==> src/rtl/irq_node_pkg.sv <==
package irq_node_pkg;

    localparam int unsigned VEC_W_DEF = 8;

    typedef struct packed {
        logic fetch;
        logic io;
        logic ret;
    } cpu_cyc_t;

    typedef struct packed {
        logic pend;
        logic serv;
    } node_state_t;

    function automatic logic is_ack(input cpu_cyc_t c);
        return c.fetch & c.io;
    endfunction

    function automatic logic blocks_chain(input node_state_t s, input logic masked);
        return (s.pend & ~masked) | s.serv;
    endfunction

endpackage

==> src/rtl/node_pend.sv <==
module node_pend (
    input  logic clk,
    input  logic rst,
    input  logic evt_i,
    input  logic win_i,
    output logic pend_o
);
    logic pend_q;

    always_ff @(posedge clk) begin
        if (rst) begin
            pend_q <= 1'b0;
        end else begin
            pend_q <= (pend_q & ~win_i) | evt_i;
        end
    end

    assign pend_o = pend_q;
endmodule

==> src/rtl/node_serv.sv <==
module node_serv (
    input  logic clk,
    input  logic rst,
    input  logic win_i,
    input  logic ret_i,
    input  logic ei_i,
    output logic serv_o
);
    logic serv_q;

    always_ff @(posedge clk) begin
        if (rst) begin
            serv_q <= 1'b0;
        end else if (win_i) begin
            serv_q <= 1'b1;
        end else if (ret_i && ei_i) begin
            serv_q <= 1'b0;
        end
    end

    assign serv_o = serv_q;
endmodule

==> src/rtl/node_vec.sv <==
module node_vec #(
    parameter int unsigned VEC_W = 8
) (
    input  logic             win_i,
    input  logic [VEC_W-2:0] sel_i,
    output logic [VEC_W-1:0] vec_o,
    output logic             oe_o
);
    genvar b;
    generate
        for (b = 0; b < VEC_W; b++) begin : g_bit
            if (b == 0) begin : g_lsb
                assign vec_o[b] = 1'b0;
            end else begin : g_upper
                assign vec_o[b] = win_i & sel_i[b-1];
            end
        end
    endgenerate

    assign oe_o = win_i;
endmodule

==> src/rtl/irq_chain_node.sv <==
module irq_chain_node
    import irq_node_pkg::*;
#(
    parameter int unsigned VEC_W = VEC_W_DEF
) (
    input  logic             clk,
    input  logic             rst,
    input  logic             evt_i,
    input  logic             mask_i,
    input  logic [VEC_W-2:0] vec_sel_i,
    input  logic             ei_i,
    output logic             eo_o,
    output logic             int_req_o,
    input  logic             m1_i,
    input  logic             iorq_i,
    input  logic             reti_i,
    output logic [VEC_W-1:0] vec_o,
    output logic             vec_oe_o
);
    localparam int unsigned SEL_W = VEC_W - 1;

    cpu_cyc_t    cyc;
    node_state_t st;
    logic        req_ok;
    logic        win;
    logic [SEL_W-1:0] sel;

    assign cyc = '{fetch: m1_i, io: iorq_i, ret: reti_i};
    assign sel = vec_sel_i;

    node_pend u_pend (
        .clk    (clk),
        .rst    (rst),
        .evt_i  (evt_i),
        .win_i  (win),
        .pend_o (st.pend)
    );

    node_serv u_serv (
        .clk    (clk),
        .rst    (rst),
        .win_i  (win),
        .ret_i  (cyc.ret),
        .ei_i   (ei_i),
        .serv_o (st.serv)
    );

    assign req_ok    = ei_i & st.pend & ~mask_i & ~st.serv;
    assign win       = req_ok & is_ack(cyc);
    assign eo_o      = ei_i & ~blocks_chain(st, mask_i);
    assign int_req_o = req_ok;

    node_vec #(.VEC_W(VEC_W)) u_vec (
        .win_i (win),
        .sel_i (sel),
        .vec_o (vec_o),
        .oe_o  (vec_oe_o)
    );
endmodule

==> config.mk <==
export PLATFORM = sky130hd
export DESIGN_NAME = irq_chain_node
export DESIGN_NICKNAME = d
export VERILOG_FILES = /design/src/rtl/irq_node_pkg.sv /design/src/rtl/node_pend.sv /design/src/rtl/node_serv.sv /design/src/rtl/node_vec.sv /design/src/rtl/irq_chain_node.sv
export SDC_FILE = /design/constraint.sdc
export NUM_CORES = 1
export LEC_CHECK = 0
export CAP_MARGIN = 20
export CORE_AREA = 5 5 42 44
export DETAILED_ROUTE_END_ITERATION = 7
export DIE_AREA = 0 0 47 49
export RECOVER_POWER = 50
export SLEW_MARGIN = 20
export SYNTH_ARGS = -nofsm -noshare
export SYNTH_HDL_FRONTEND = slang
export SYNTH_SLANG_ARGS = --single-unit
==> constraint.sdc <==
create_clock -name clk -period 2.6 [get_ports clk]
set_clock_uncertainty 0.2 [all_clocks]
set_input_delay 0.39 -clock clk [delete_from_list [all_inputs] [get_ports clk]]
set_output_delay 0.39 -clock clk [all_outputs]
set_load 0.03 [all_outputs]
* Word level (Yosys, flattened, before mapping)
Index checks and enable logic that the tools add are counted.
** Storage, ports and cells
- Flip-flop bits (word level) :: 2
- Bits in latches :: 0
- Memory bits (writable) :: 0
- ROM bits :: 0
- Input bits :: 15
- Word-level logic and storage cells :: 27
- Memories :: 0
** Operators by class
- $add $sub $neg :: 0
- Multipliers :: 0
- Divide/modulo/power cells :: 0
- Order comparisons :: 0
- Eq/ne operators :: 0
- Shift-type cells :: 0
- Multiplexer cells :: 2
- Bitwise gates (word level) :: 21
- Reduce and logical (&&, ||, !) cells :: 2
** Operator list (number)
- AND 1 bit :: 15
- NOT 1 bit :: 4
- 2-to-1 mux 1 bit :: 2
- OR 1 bit :: 2
- nonzero test 2 bit :: 1
- logical AND 1 bit :: 1

* Longest topological paths before layout
Gate-level depths: netlist of run 1.
- Depth after elaboration :: 7
- Mapped depth :: 3
- Gate-level depth less buffers :: 2

* By module
Synthesis of run 1 repeated with hierarchy kept, for this count alone.
** Second synthesis, totals
- Cells, all modules :: 22
- Area, all modules :: 176.4 µm²
** By module, submodules not included
- node_vec :: times used 1, cells an instance 10, area an instance 62.6 µm², sequential area each 0.0 µm²
- node_serv :: times used 1, cells an instance 4, area an instance 42.5 µm², sequential area each 20.0 µm²
- node_pend :: times used 1, cells an instance 4, area an instance 38.8 µm², sequential area each 20.0 µm²
- irq_chain_node :: times used 1, cells an instance 4, area an instance 32.5 µm², sequential area each 0.0 µm²

* Worst setup path after synthesis of run 1
No wires, ideal clock.
- Path kind :: input-to-output
- Start :: in mask_i
- End :: out eo_o
- Arrival :: 1313 ps
- Setup slack :: 697 ps
- Stages :: 2
- Buffers on the path :: 0
- Cells stage by stage :: and2b_2 nor3b_1
** Between the ends
- Longest elaborated chain between the ends :: 5
** Ends and longest elaborated chain
- start: declaration :: RTL line irq_chain_node.sv:9 : input logic mask_i,
- NOT 1 bit :: RTL line irq_node_pkg.sv:21 : return (s.pend & ~masked) | s.serv;
- AND 1 bit :: RTL line irq_node_pkg.sv:21
- OR 1 bit :: RTL line irq_node_pkg.sv:21
- NOT 1 bit :: RTL line irq_chain_node.sv:50 : assign eo_o = ei_i & ~blocks_chain(st, mask_i);
- AND 1 bit :: RTL line irq_chain_node.sv:50
- end: declaration :: RTL line irq_chain_node.sv:12 : output logic eo_o,
Every way passes these cells.

* Worst setup path after layout of run 1
Same ends and word-level chain as after synthesis.

==> results.sh, run 1 <==
export IMPL_die_w_um=47
export IMPL_fin_area_um2=501.7
export IMPL_fin_ws_ps=73.66
export IMPL_p_int_w=0.0001129
export IMPL_gr_total_overflow=0
export IMPL_synth_area_um2=265.3
export IMPL_area_growth_pct=89.15
export IMPL_r2r_slack_ps=1290
export IMPL_synth_simple_area_share=0.5189
export IMPL_grt_max_degree=11
export IMPL_drcViolationCount=0
export IMPL_tns_ps=0
export IMPL_final_hold_viol_count=0
export IMPL_crit_path_frequent_cell="clkdlybuf4s50_1"
export IMPL_crit_arrival_ps=1940
export IMPL_path_class="input port to output port"
export IMPL_layout_commonest_cell="clkdlybuf4s50_1"
export IMPL_slowest_stage="clkdlybuf4s50_1"
export IMPL_cts_root_buf="clkbuf_4"
export IMPL_layout_common_cells="15 x clkdlybuf4s50_1, 8 x inv_1, 6 x nor3_2"
export IMPL_portBuffers=24
export IMPL_hold_class="flop to flop"
export IMPL_grt_pass1_wl_mm=1.104
export IMPL_n_antenna_cell=0
export IMPL_netlist_cell_type_count=17
export IMPL_fmax_ghz=0.3958
export IMPL_r2r_end="u_pend.pend_o$_SDFF_PP0_"
export IMPL_clkLatencyLatePin_ps=220
export IMPL_hold_worst_slack_ps=413.2
export IMPL_combPwrFrac=0.337
export IMPL_avgViaCountPerCell=3.917
export IMPL_yosysWarningCount=0
export IMPL_end_kind="output port"
export IMPL_cts_tree="yes"
export IMPL_synth_mux_area_frac=0
export IMPL_cap_violations=0
export IMPL_setup_viol=0
export IMPL_first_iter_violations=2
export IMPL_nFillCells=157
export IMPL_nets=73
export IMPL_postSynthCellCount=30
export IMPL_seqPwrFrac=0.219
export IMPL_synth_top_family_by_area="simple AND/OR/NAND/NOR gates"
export IMPL_critPathMaxFanout=2
export IMPL_io_pin_count=26
export IMPL_grt_pass1_vias=258
export IMPL_fin_crit_sh=0.9717
export IMPL_power_density_nw_per_um2=309.6
export IMPL_initial_core_util=0.1893
export IMPL_slew_violations=0
export IMPL_cts_resized=0
export IMPL_drive_above_1_share=0.3571
export IMPL_dpl_cell_count=69
export IMPL_p_leak_nw=0.2091
export IMPL_place_area_um2=494.2
export IMPL_synth_xor_area_share=0
export IMPL_syn_num_nets=45
export IMPL_place_ws_ps=60.47
export IMPL_rr_worst_depth=3
export IMPL_crit_end="eo_o"
export IMPL_drt_total_wl_um=732
export IMPL_gp_congestion=0.5778
export IMPL_reg2reg_from="u_pend.pend_o$_SDFF_PP0_"
export IMPL_synth_avg_cell_area_um2=8.842
export IMPL_firstDrtPassIters=4
export IMPL_ant_nets=0
export IMPL_crit_chain="clkdlybuf4s50_1 -> and2b_2 -> nor3b_1 -> clkdlybuf4s50_1"
export IMPL_yosysSeqAreaShare=0.1509
export IMPL_grtUsageTotal=0.07254
export IMPL_power_share_clock=0.444
export IMPL_crit_buf_inv=2
export IMPL_clock_tree_buffer_depth=2
export IMPL_cp_start_kind="input port"
export IMPL_synthAdderAreaFrac=0
export IMPL_cpLargestDelayFamily="buffers and inverters"
export IMPL_required_ps=2010
export IMPL_cts_made_buffers=3
export IMPL_outcome="finished clean"
export IMPL_ys_ff_latch=2
export IMPL_fin_cells=72
export IMPL_rsz0062_at_grt="no"
export IMPL_die_area_um2=2303
export IMPL_hold_buffers=0
export IMPL_htreeDepth=1
export IMPL_design_core_area_um2=1401
export IMPL_cp_depth=4
export IMPL_antenna_found_initial=0
export IMPL_vias=282
export IMPL_postCtsSetupRepairBufs=0
export IMPL_swShare=0.2734
export IMPL_row_count=14
export IMPL_period_needed_ps=2526
export IMPL_p_sw_w=0.00004246
export IMPL_clk_transition_reported_paths_ps=30
export IMPL_cts_sinks=2
export IMPL_avgRoutedWirePerCell_um=10.17
export IMPL_crit_path_start="mask_i"
export IMPL_crit_path_max_incr_delay_ps=700
export IMPL_ir_worst_vdd_mv=0.1903
export IMPL_die_y_um=49
export IMPL_synth_compound_area_share=0.1321
==> area by class of cell <==
cell class | instances | area, um^2 | area share
multi-input cells | 18 | 176.4 | 0.3516
well taps | 16 | 20.02 | 0.03990
flip-flops and latches | 2 | 40.04 | 0.07980
inverters | 8 | 30.03 | 0.05985
clock buffers | 3 | 22.52 | 0.04489
repair buffers | 25 | 212.7 | 0.4239
==> cell usage after synthesis <==
library cell | instances | area, um^2
and2b_2 | 1 | 8.760
dfxtp_1 | 2 | 40.04
nor2_1 | 1 | 3.750
nand4bb_4 | 1 | 27.53
nand2_2 | 1 | 6.260
o31a_1 | 1 | 8.760
inv_1 | 8 | 30.03
a21bo_2 | 1 | 10.01
o21ba_2 | 1 | 10.01
buf_4 | 1 | 7.510
nor3b_1 | 1 | 7.510
nand3b_1 | 1 | 7.510
o22ai_1 | 1 | 6.260
buf_6 | 1 | 11.26
nor3_4 | 1 | 16.27
conb_1 | 1 | 3.750
nor3_2 | 6 | 60.06
==> worst min-delay path by stage <==
stage	from	endpoint	depth (start not counted)
after global routing	u_serv.serv_o$_SDFFE_PP0P_	u_serv.serv_o$_SDFFE_PP0P_	2
after global placement	u_serv.serv_o$_SDFFE_PP0P_	u_serv.serv_o$_SDFFE_PP0P_	2
after detailed placement	u_serv.serv_o$_SDFFE_PP0P_	u_serv.serv_o$_SDFFE_PP0P_	2
final	u_serv.serv_o$_SDFFE_PP0P_	u_serv.serv_o$_SDFFE_PP0P_	2
after floorplan	rst	u_serv.serv_o$_SDFFE_PP0P_	1
after CTS	u_serv.serv_o$_SDFFE_PP0P_	u_serv.serv_o$_SDFFE_PP0P_	2
==> state kept, by name (all words and copies together) (netlist names) <==
signal and flops:
u_serv.serv_o 1, u_pend.pend_o 1
==> per-layer routing <==
metal	up-vias	routed length, um	GRT usage
met5	-	0	0
met4	0	19	0.05530
met3	2	96	0.05166
met2	15	340	0.1018
met1	118	275	0.07033
li1	147	-	-
==> per-stage QoR <==
step            power [W]    util
2_1_floorplan  0.00005990       -
3_3_place_gp   0.00008785  0.3527
3_5_place_dp   0.00008818  0.3527
4_1_cts         0.0001609  0.3688
5_1_grt         0.0001663  0.3580
6_report        0.0001553  0.3580
==> worst register-to-register path: cells and delay by family (launching register included) <==
kind,cells,cell delay (ps)
simple gates,1,120
compound gates,1,280
buf+inv,1,200
flops,1,390
==> power groups by stage <==
stage / Clock [W] / Combinational, W / Sequential (W)
floorplan: 0 / 0.0000259 / 0.0000340
global placement: 0 / 0.0000536 / 0.0000343
detailed placement: 0 / 0.0000538 / 0.0000343
CTS: 0.0000730 / 0.0000540 / 0.0000339
global route: 0.0000760 / 0.0000563 / 0.0000339
finish: 0.0000690 / 0.0000524 / 0.0000339
==> kinds of logic (layout without fill, tap and decap cells) <==
logic type	count (synthesis)	after routing
buffers and inverters	10	36
and+or+nand+nor	13	13
other	1	1
DFF	2	2
AOI/OAI and AO/OA	4	4
(Power assumes the default switching activity.)
==> run 2, diff against run 1 <==
- CELL_PAD_IN_SITES_DETAIL_PLACEMENT: default -> 2
- CELL_PAD_IN_SITES_GLOBAL_PLACEMENT: default -> 2
- CORE_AREA: 5 5 42 44 -> default
- CORE_MARGIN: default -> 3
- CORE_UTILIZATION: default -> 14
- DIE_AREA: 0 0 47 49 -> default
- PLACE_DENSITY_LB_ADDON: default -> 0.1
==> results.sh, run 2 (synthesis results as in run 1) <==
export IMPL_outcome="finished clean"
export IMPL_portBuffers=24
export IMPL_cts_sinks=2
export IMPL_grt_pass1_wl_mm=1.504
export IMPL_htreeDepth=1
export IMPL_layout_commonest_cell="clkdlybuf4s50_1"
export IMPL_critPathMaxFanout=11
export IMPL_antenna_found_initial=0
export IMPL_ant_nets=0
export IMPL_n_antenna_cell=0
export IMPL_ir_worst_vdd_mv=0.07703
export IMPL_cts_made_buffers=3
export IMPL_clkLatencyLatePin_ps=220
export IMPL_design_core_area_um2=1764
export IMPL_avgViaCountPerCell=3.638
export IMPL_clk_transition_reported_paths_ps=30
export IMPL_fin_ws_ps=334.6
export IMPL_firstDrtPassIters=2
export IMPL_setup_viol=0
export IMPL_path_class="input port to output port"
export IMPL_avgRoutedWirePerCell_um=11.39
export IMPL_gr_total_overflow=0
export IMPL_power_share_clock=0.439
export IMPL_drcViolationCount=0
export IMPL_row_count=15
export IMPL_seqPwrFrac=0.226
export IMPL_crit_path_max_incr_delay_ps=610
export IMPL_place_ws_ps=14.15
export IMPL_p_leak_nw=0.2105
export IMPL_first_iter_violations=2
export IMPL_cap_violations=0
export IMPL_die_y_um=49.53
export IMPL_period_needed_ps=2265
export IMPL_grt_util_met2=0.1256
export IMPL_cts_tree="yes"
export IMPL_vias=291
export IMPL_hold_buffers=0
export IMPL_cts_root_buf="clkbuf_4"
export IMPL_fmax_ghz=0.4414
export IMPL_cp_start_kind="input port"
export IMPL_grt_use_met3=0.003021
export IMPL_tns_ps=0
export IMPL_p_int_w=0.0001103
export IMPL_crit_arrival_ps=1680
export IMPL_die_w_um=49.53
export IMPL_gp_congestion=0.6604
export IMPL_p_sw_w=0.00003979
export IMPL_die_area_um2=2453
export IMPL_rsz0062_at_grt="no"
export IMPL_crit_chain="dlygate4sd3_1 -> nand4bb_4 -> nor3_1 -> buf_4"
export IMPL_busiest_layer="met2"
export IMPL_drt_total_wl_um=911
export IMPL_combPwrFrac=0.335
export IMPL_power_density_nw_per_um2=302.1
export IMPL_layout_common_cells="13 x clkdlybuf4s50_1, 8 x inv_1, 8 x buf_4"
export IMPL_hold_class="flop to flop"
export IMPL_grt_max_degree=12
export IMPL_drive_above_1_share=0.4000
export IMPL_place_hpwl_um=762
export IMPL_final_hold_viol_count=0
export IMPL_grtUsageTotal=0.08108
export IMPL_use_met1=0.1024
export IMPL_nets=72
export IMPL_initial_core_util=0.1504
export IMPL_area_growth_pct=87.26
export IMPL_swShare=0.2651
export IMPL_io_pin_count=26
export IMPL_clock_tree_buffer_depth=2
export IMPL_fin_crit_sh=0.8713
export IMPL_slew_violations=0
export IMPL_grt_pass1_vias=334
export IMPL_slowest_stage="dlygate4sd3_1"
export IMPL_required_ps=2010
export IMPL_end_kind="output port"
-- run 2: cell count changes in the layout (fill, tap and decap cells not counted) --
cell | previous run | this run
buf_4 | 5 | 8
clkbuf_1 | 4 | 2
clkdlybuf4s50_1 | 15 | 13
nor3_1 | 0 | 1
nor3_4 | 1 | 0
-- run 2: cell type report --
cell class	count	area (um^2)
multi-input cells	18	165.2
clock buffers	3	22.52
inverters	8	30.03
flip-flops and latches	2	40.04
well taps	25	31.28
fillers	218	1267
repair buffers	24	207.7
-- run 2: stage by stage --
stage / area, um^2 / total power, W / utilization / hold slack (ps) / std cells
2_1_floorplan: 265.3 / 0.00005990 / - / 303.8 / 30
3_3_place_gp: 495.5 / 0.00008630 / 0.2809 / 395.7 / 77
3_5_place_dp: 495.5 / 0.00008879 / 0.2809 / 421.6 / 77
4_1_cts: 518.0 / 0.0001575 / 0.2936 / 417.2 / 80
5_1_grt: 496.7 / 0.0001588 / 0.2816 / 447.8 / 80
6_report: 496.7 / 0.0001501 / 0.2816 / 417.5 / 80
-- run 2: worst max-delay path: cells and delay by family --
| family | cells | cell delay, ps |
|---|---|---|
| buffers and inverters | 2 | 800 |
| and+or+nand+nor | 2 | 490 |
-- run 2: per-layer routing --
metal / vias to the layer above / wire, um
met1: 134 / 363
met4: 0 / 0
met5: - / 0
met2: 11 / 516
met3: 0 / 31
li1: 146 / -
-- run 2: what timing repair did --
item / in CTS / in global routing
setup endpoints to repair: 0 / 1
endpoints found under the hold margin: 0 / 0
setup buffers: 0 / 0
resized for setup: 0 / 1
-- run 2: worst paths after layout --
kind	from	end	slack (ps)	depth (start not counted)
worst max-delay path	ei_i	vec_o[7]	330	4
worst min-delay path	u_serv.serv_o$_SDFFE_PP0P_	u_serv.serv_o$_SDFFE_PP0P_	420	2
worst max register to register	u_pend.pend_o$_SDFF_PP0_	u_pend.pend_o$_SDFF_PP0_	1310	2
worst min register to register	u_serv.serv_o$_SDFFE_PP0P_	u_serv.serv_o$_SDFFE_PP0P_	420	2
-- run 2: power by group through the flow --
stage               Clock (W)  Combinational (W)  Sequential (W)
floorplan                   0          0.0000259       0.0000340
global placement            0          0.0000521       0.0000342
detailed placement          0          0.0000545       0.0000343
CTS                 0.0000688          0.0000547       0.0000340
global route        0.0000705          0.0000542       0.0000342
finish              0.0000659          0.0000502       0.0000340
